==> config.mk <==
export PLATFORM = sky130hd
export DESIGN_NAME = line_burst_bif
export DESIGN_NICKNAME = d
export VERILOG_FILES = /design/src/rtl/lbb_pkg.sv /design/src/rtl/lbb_beat_seq.sv /design/src/rtl/lbb_line_store.sv /design/src/rtl/line_burst_bif.sv
export SDC_FILE = /design/constraint.sdc
export NUM_CORES = 1
export LEC_CHECK = 0
export BUFFER_PORTS_ARGS = -buffer_cell sky130_fd_sc_hd__buf_2
export CAP_MARGIN = 20
export CORE_AREA = 2 2 337 339
export CTS_BUF_LIST = sky130_fd_sc_hd__clkbuf_16
export DETAILED_ROUTE_END_ITERATION = 6
export DIE_AREA = 0 0 339 341
export GPL_ROUTABILITY_DRIVEN = 0
export PLACE_DENSITY_LB_ADDON = 0.1
export SYNTH_ARGS = -nofsm -noshare
export SYNTH_HDL_FRONTEND = slang
export SYNTH_SLANG_ARGS = --single-unit
==> constraint.sdc <==
create_clock -name clk -period 3.8 [get_ports clk]
set_clock_uncertainty 0.15 [all_clocks]
set_input_delay 0.76 -clock clk [delete_from_list [all_inputs] [get_ports clk]]
set_output_delay 0.76 -clock clk [all_outputs]
set_load 0.02 [all_outputs]
==> src/rtl/lbb_pkg.sv <==
`timescale 1ns/1ps
package lbb_pkg;

    // bit 1 = burst, bit 0 = write
    typedef enum logic [1:0] {
        K_SRD = 2'b00,
        K_SWR = 2'b01,
        K_BRD = 2'b10,
        K_BWR = 2'b11
    } xfer_kind_e;

    typedef enum logic [1:0] {
        ST_IDLE = 2'd0,
        ST_XFER = 2'd1,
        ST_DONE = 2'd2
    } eng_state_e;

    function automatic logic kind_is_burst(input xfer_kind_e k);
        return (k == K_BRD) || (k == K_BWR);
    endfunction

    function automatic logic kind_is_write(input xfer_kind_e k);
        return (k == K_SWR) || (k == K_BWR);
    endfunction

endpackage

==> src/rtl/lbb_beat_seq.sv <==
`timescale 1ns/1ps
// Beat index counter: cleared on start, stepped on each completed beat.
module lbb_beat_seq #(
    parameter int BEATS = 4,
    localparam int BW = (BEATS > 1) ? $clog2(BEATS) : 1
) (
    input  logic          clk,
    input  logic          rst,
    input  logic          start,
    input  logic          adv,
    input  logic          burst,
    output logic [BW-1:0] beat,
    output logic          last
);
    logic [BW-1:0] cnt_q;

    always_ff @(posedge clk) begin
        if (rst || start) begin
            cnt_q <= '0;
        end else if (adv) begin
            cnt_q <= cnt_q + 1'b1;
        end
    end

    assign beat = cnt_q;
    assign last = !burst || (cnt_q == BW'(BEATS - 1));
endmodule

==> src/rtl/lbb_line_store.sv <==
`timescale 1ns/1ps
// One line register shared by write-back source and read assembly.
module lbb_line_store #(
    parameter int DATA_W = 64,
    parameter int BEATS  = 4,
    localparam int LINE_W = DATA_W * BEATS,
    localparam int BW     = (BEATS > 1) ? $clog2(BEATS) : 1
) (
    input  logic              clk,
    input  logic              rst,
    input  logic              load,
    input  logic [LINE_W-1:0] load_line,
    input  logic              cap,
    input  logic [BW-1:0]     sel,
    input  logic [DATA_W-1:0] cap_data,
    output logic [DATA_W-1:0] beat_out,
    output logic [LINE_W-1:0] line_out
);
    logic [DATA_W-1:0] slot_q [BEATS];

    for (genvar i = 0; i < BEATS; i++) begin : g_slot
        always_ff @(posedge clk) begin
            if (rst) begin
                slot_q[i] <= '0;
            end else if (load) begin
                slot_q[i] <= load_line[i*DATA_W +: DATA_W];
            end else if (cap && (sel == BW'(i))) begin
                slot_q[i] <= cap_data;
            end
        end
        assign line_out[i*DATA_W +: DATA_W] = slot_q[i];
    end

    assign beat_out = slot_q[sel];
endmodule

==> src/rtl/line_burst_bif.sv <==
`timescale 1ns/1ps
module line_burst_bif
    import lbb_pkg::*;
#(
    parameter int ADDR_W = 32,
    parameter int DATA_W = 64,
    parameter int BEATS  = 4,
    localparam int LINE_W = DATA_W * BEATS,
    localparam int BE_W   = DATA_W / 8
) (
    input  logic              clk,
    input  logic              rst,
    input  logic              req_valid,
    output logic              req_ready,
    input  logic [1:0]        req_kind,
    input  logic [ADDR_W-1:0] req_addr,
    input  logic [LINE_W-1:0] req_wline,
    input  logic [DATA_W-1:0] req_wdata,
    input  logic [BE_W-1:0]   req_be,
    output logic              done,
    output logic [LINE_W-1:0] rd_line,
    output logic [DATA_W-1:0] rd_data,
    output logic              bus_valid,
    output logic [ADDR_W-1:0] bus_addr,
    output logic              bus_we,
    output logic              bus_burst,
    output logic [BE_W-1:0]   bus_be,
    output logic [DATA_W-1:0] bus_wdata,
    input  logic [DATA_W-1:0] bus_rdata,
    input  logic              bus_ready
);
    localparam int BW      = (BEATS > 1) ? $clog2(BEATS) : 1;
    localparam int BEAT_SH = $clog2(BE_W);
    localparam int LINE_SH = $clog2(BE_W * BEATS);
    localparam logic [ADDR_W-1:0] LINE_MASK = ~ADDR_W'((64'd1 << LINE_SH) - 1);
    localparam logic [ADDR_W-1:0] WORD_MASK = ~ADDR_W'((64'd1 << BEAT_SH) - 1);

    eng_state_e        state_q;
    xfer_kind_e        kind_q;
    xfer_kind_e        kind_in;
    logic [ADDR_W-1:0] base_q;
    logic [BE_W-1:0]   be_q;
    logic              accept;
    logic              beat_adv;
    logic              in_burst;
    logic [BW-1:0]     beat;
    logic              last;
    logic [DATA_W-1:0] beat_wdata;
    logic [LINE_W-1:0] load_line;

    assign kind_in  = xfer_kind_e'(req_kind);
    assign accept   = req_valid && (state_q == ST_IDLE);
    assign beat_adv = (state_q == ST_XFER) && bus_ready;
    assign in_burst = kind_is_burst(kind_q);

    always_ff @(posedge clk) begin
        if (rst) begin
            state_q <= ST_IDLE;
            kind_q  <= K_SRD;
            base_q  <= '0;
            be_q    <= '0;
        end else begin
            unique case (state_q)
                ST_IDLE: begin
                    if (accept) begin
                        state_q <= ST_XFER;
                        kind_q  <= kind_in;
                        base_q  <= req_addr & (kind_is_burst(kind_in) ? LINE_MASK : WORD_MASK);
                        be_q    <= req_be;
                    end
                end
                ST_XFER: begin
                    if (beat_adv && last) begin
                        state_q <= ST_DONE;
                    end
                end
                default: state_q <= ST_IDLE;
            endcase
        end
    end

    lbb_beat_seq #(.BEATS(BEATS)) u_seq (
        .clk   (clk),
        .rst   (rst),
        .start (accept),
        .adv   (beat_adv),
        .burst (in_burst),
        .beat  (beat),
        .last  (last)
    );

    assign load_line = kind_is_burst(kind_in) ? req_wline : LINE_W'(req_wdata);

    lbb_line_store #(.DATA_W(DATA_W), .BEATS(BEATS)) u_store (
        .clk       (clk),
        .rst       (rst),
        .load      (accept),
        .load_line (load_line),
        .cap       (beat_adv && !kind_is_write(kind_q)),
        .sel       (beat),
        .cap_data  (bus_rdata),
        .beat_out  (beat_wdata),
        .line_out  (rd_line)
    );

    assign req_ready = (state_q == ST_IDLE);
    assign done      = (state_q == ST_DONE);
    assign rd_data   = rd_line[DATA_W-1:0];
    assign bus_valid = (state_q == ST_XFER);
    assign bus_we    = kind_is_write(kind_q);
    assign bus_burst = in_burst;
    assign bus_addr  = base_q | (ADDR_W'(beat) << BEAT_SH);
    assign bus_be    = in_burst ? {BE_W{1'b1}} : be_q;
    assign bus_wdata = (bus_valid && bus_we) ? beat_wdata : '0;
endmodule

After elaboration in Yosys (flattened, before gate mapping) --
Memories as Yosys holds them, arrays and structs flattened. A register that Yosys moved wholly into a read port is not among the register bits. Cells that the tools add are included.
Operators by class: multipliers 0, bitwise logic cells 10, div/mod/pow operators 0, muxes and demuxes 38, add/sub/neg operators 1, $lt $le $gt $ge 0, equal/unequal tests 12, reductions and logical operators 20, shifts and indexed selects 0
Operator list (number):
- $mux W64 | 9
- $mux W256 | 1
- $and A32 B32 Y32 | 1
- $or A32 B5 Y32 | 1
- $mux W1 | 21
- $eq A2 B2 Y1 const B | 7
- $logic_and A1 B1 Y1 | 9
- $mux W2 | 4
- $mux W8 | 1
- $or A1 B1 Y1 | 8
- $eq A2 B1 Y1 const B | 3
- $logic_or A1 B1 Y1 | 5
- $mux W5 | 1
- $logic_not A2 Y1 | 2
- $ne A2 B1 Y1 const B | 2
- $pmux W2 S2 | 1
- $reduce_and A2 Y1 | 2
- $add A2 B1 Y2 const B | 1
- $logic_not A1 Y1 | 2
Storage, ports and cells: memory bits (read-only) 0, bits in writable memories 256, latch bits 0, bits of input ports 430, memories 1, output and inout port bits 429, word-level logic and storage cells 87, register bits after elaboration 46
Memory list:
- u_store.slot_q | depth 4, width 64, read ports 5, clocked after Yosys merged registers in 1, wr ports 4, line lbb_line_store.sv:19 | logic [DATA_W-1:0] slot_q [BEATS];

Depth between registers and ports, before layout --
depth in word-level cells 10, mapped depth 6

Cells and area by module --
From an unflattened synthesis, not the netlist that was laid out.
Unflattened totals: cells, all modules 1405, area total of the unflattened synthesis 17352.9 um^2
By module, submodules not included:
- lbb_line_store | cells each 744, times used 1, seq. area each 7687.4 um^2, area an instance 12454.4 um^2
- line_burst_bif | cells each 653, times used 1, seq. area each 820.8 um^2, area an instance 4800.9 um^2
- lbb_beat_seq | cells each 8, times used 1, seq. area each 40.0 um^2, area an instance 97.6 um^2

Worst setup path after synthesis --
OpenSTA, ideal clock, no wires.
kind in2reg, start point input port req_valid, end point memory u_store.slot_q[0][0] (enable), path slack 0.578 ns, data arrival time 2.385 ns, stages on the path 3, path buffers 1, path through a21oi_2 clkbuf_1 nand2_1
RTL lines:
- from (decl) | line line_burst_bif.sv:13 | input logic req_valid,
- to (decl) | line lbb_line_store.sv:19

==> run_results.csv <==
group,metric,value,unit
status,status,"finished clean",
power_and_ir_drop,power,9.978,mW
synth,synth_top_flop_cell,"edfxtp_1",
power_and_ir_drop,ir_drop,0.2867,mV
grt,grt_start_max_net_pins,65,
worst_setup_path,crit_path_start_kind,"flop",
clock_network,worstSkewPairLatency,570,ps
clock_network,root_buffer,"clkbuf_16",
synth,synth-seq-cells,301,
timing,setup_viol,0,
detailed_routing,totalWireLength,86.21,mm
floorplan,row_count,123,
cells_and_area,drive_gt1_share,57.39,%
worst_setup_path,critPathRequiredTime,2890,ps
synth,synth.cell_area,15380,sq um
clock_network,cts_tree,"done",
synth,ys_seq_area_share,55.84,%
floorplan,die_area,115600,sq um
detailed_routing,routedWlPerCell,26.02,um
synth,yosys-top-cells-area,"edfxtp_1, a22o_1, mux4_2, dfxtp_1, buf_4",
cells_and_area,final_cell_mix,"buf_2, edfxtp_1, a22o_1",
synth,synthSimpleGateAreaFrac,4.165,%
grt,grt_first_pass_wirelength,116.1,mm
grt,grt_pass1_vias,14120,
clock_network,cts_made_buffers,41,
worst_setup_path,critical_path.max_stage_delay,690,ps
synth,synth_edf_count,256,
timing,hold_violations,0,
timing,rsz0062_at_grt,"no",
timing,drv_slew,0,
cells_and_area,fin_cells,3313,
cells_and_area,final_common_cell,"buf_2",
timing,slew_headroom,43.20,%
grt,globalRouteTotalUtil,14.24,%
synth,avgSynthCellArea,14.79,sq um
timing,holdWs,239.7,ps
clock_network,cts-resized-gates,0,
worst_setup_path,cp.arrival,2410,ps
timing,final.setup.tns,0,ps
detailed_routing,ant_nets,0,
power_and_ir_drop,power.density,451.6,nW/um^2
timing,fmax,0.3010,GHz
worst_setup_path,critPathSlowestCell,"dfxtp_4",
floorplan,core_area,111900,sq um
synth,synth_fa_ha_area_share,0.3254,%
clock_network,clk_transition_reported_paths,60,ps
synth,yosysTopAreaCellShare,49.98,%
floorplan,initial_core_util,13.75,%
timing,period_share,87.43,%
detailed_routing,vias_per_cell,3.927,
synth,ys_types,34,
detailed_routing,dr.pass1.iters,5,
clock_network,htreeDepth,2,
synth,synth_cells,1040,
placed_design,hpwl,62.44,mm
timing,min_period,3322,ps
clock_network,postCtsSetupRepairBufs,0,
synth,synth_top_family_by_area,"compound AO/OA/AOI/OAI gates",
synth,synth_xor_area_share,0.05695,%
placed_design,pre_cts_ws,949.2,ps
detailed_routing,drtIter0Drc,658,
floorplan,die_x,339,um
synth,yosysTopAreaCell,"edfxtp_1",
synth,synth-compound-area-share,16.97,%
worst_hold_path,hold_class,"in -> reg",
timing,setup_slack,477.6,ps
cells_and_area,areaGrowthSynthToFinish,43.65,%
placed_design,dp.cells,3233,
cells_and_area,fin_nets,2210,
worst_setup_path,path_class,"reg -> out",
synth,synth_mux_area_share,13.54,%
synth,synthArstFlopShare,0,%
run,cap_violations,0,
clock_network,clock_path_buffers,3,
power_and_ir_drop,p_leak,10.03,nW
detailed_routing,dr_total_vias,13010,
worst_setup_path,crit_fanout,26,
worst_setup_path,cp_cell_sequence,"buf_12, mux4_2, and3_1, buf_2",
detailed_routing,drc,0,
worst_setup_path,endpoint_kind,"output pin",
timing,tightest_slew,852.0,ps
grt,antenna_found_initial,19,
clock_network,cts.hold.buffers_added,0,
floorplan,die_y,341,um
grt,grt.overflow.total,0,
clock_network,clock_sinks,301,
placed_design,portBuffers,852,
synth,ys.warnings.count,0,
floorplan,ios,859,
critical path: cells and delay by family, from the launching register on:
kind / cells / cell delay, ps
flops: 1 / 690
mux: 1 / 380
buf+inv: 2 / 480
simple gates: 1 / 220
cell type report:
type / count / area, sq um
tap: 1500 / 1877
antenna: 6 / 15.01
multi-input combinational: 540 / 5478
fill: 12330 / 89790
timing repair buffer: 889 / 4782
clock inverter: 32 / 280.3
inverter: 3 / 11.26
sequential: 301 / 8600
clock buffer: 42 / 1051
path summary, 6_finish.rpt:
path | startpoint | to | slack [ps] | cells after the start
worst max-delay path | flop | bus_wdata[52] | 480 | 4
worst min register to register | be_q[5] | be_q[5] | 320 | 1
worst min-delay path | req_addr[7] | base_q[7] | 240 | 2
worst max register to register | kind_q[0] | u_store.slot_q[1][60] | 1220 | 4
report_power, final:
| part | internal (mW) | switching, mW | total, mW | leakage (nW) |
|---|---|---|---|---|
| clock | 2.34 | 1.57 | 3.91 | 0.695 |
| combinational | 0.699 | 1.22 | 1.92 | 6.18 |
| sequential | 3.91 | 0.235 | 4.15 | 3.16 |
synthesized netlist by cell type, drive strengths merged (2+ instances only):
library cell,instances
a21o,2
a21oi,2
a22o,228
and3,68
buf,171
clkbuf,27
dfxtp,45
edfxtp,256
ha,4
inv,3
mux2i,64
mux4,64
nand2,10
nand3,4
nor2,4
o2bb2ai,65
or2,10
metrics by stage:
stage                     instance area [sq um]  util, %
final                                     22090    19.75
after global routing                      22090    19.74
after CTS                                 22080    19.73
after detailed placement                  20750    18.54
after global placement                    20750    18.54
after floorplan                           15390        -
state kept, by name, indices dropped and copies added, names as in the netlist, named ones only:
register and flops:
u_seq.beat 2, kind_q 2, state_q 2, base_q 29, u_store.slot_q 256, be_q 8
metal layers:
metal  vias up  global-route usage [%]  part of all wire [%]
li1       5660                       -                     -
met1      6695                   16.53                    40
met2       544                   26.25                    53
met3       101                   2.941                   5.3
met4        10                   3.991                   2.2
met5         -                       0                 0.084
cell families after synthesis:
| family | Yosys count |
|---|---|
| flip-flops | 301 |
| AO/OA/AOI/OAI | 299 |
| buffers and inverters | 201 |
| multiplexers | 128 |
| AND/OR/NAND/NOR | 105 |
| adder cells (fa/ha/maj) | 4 |
| other | 1 |
| XOR/XNOR | 1 |
Note: power is estimated with default switching activity, not from simulation.
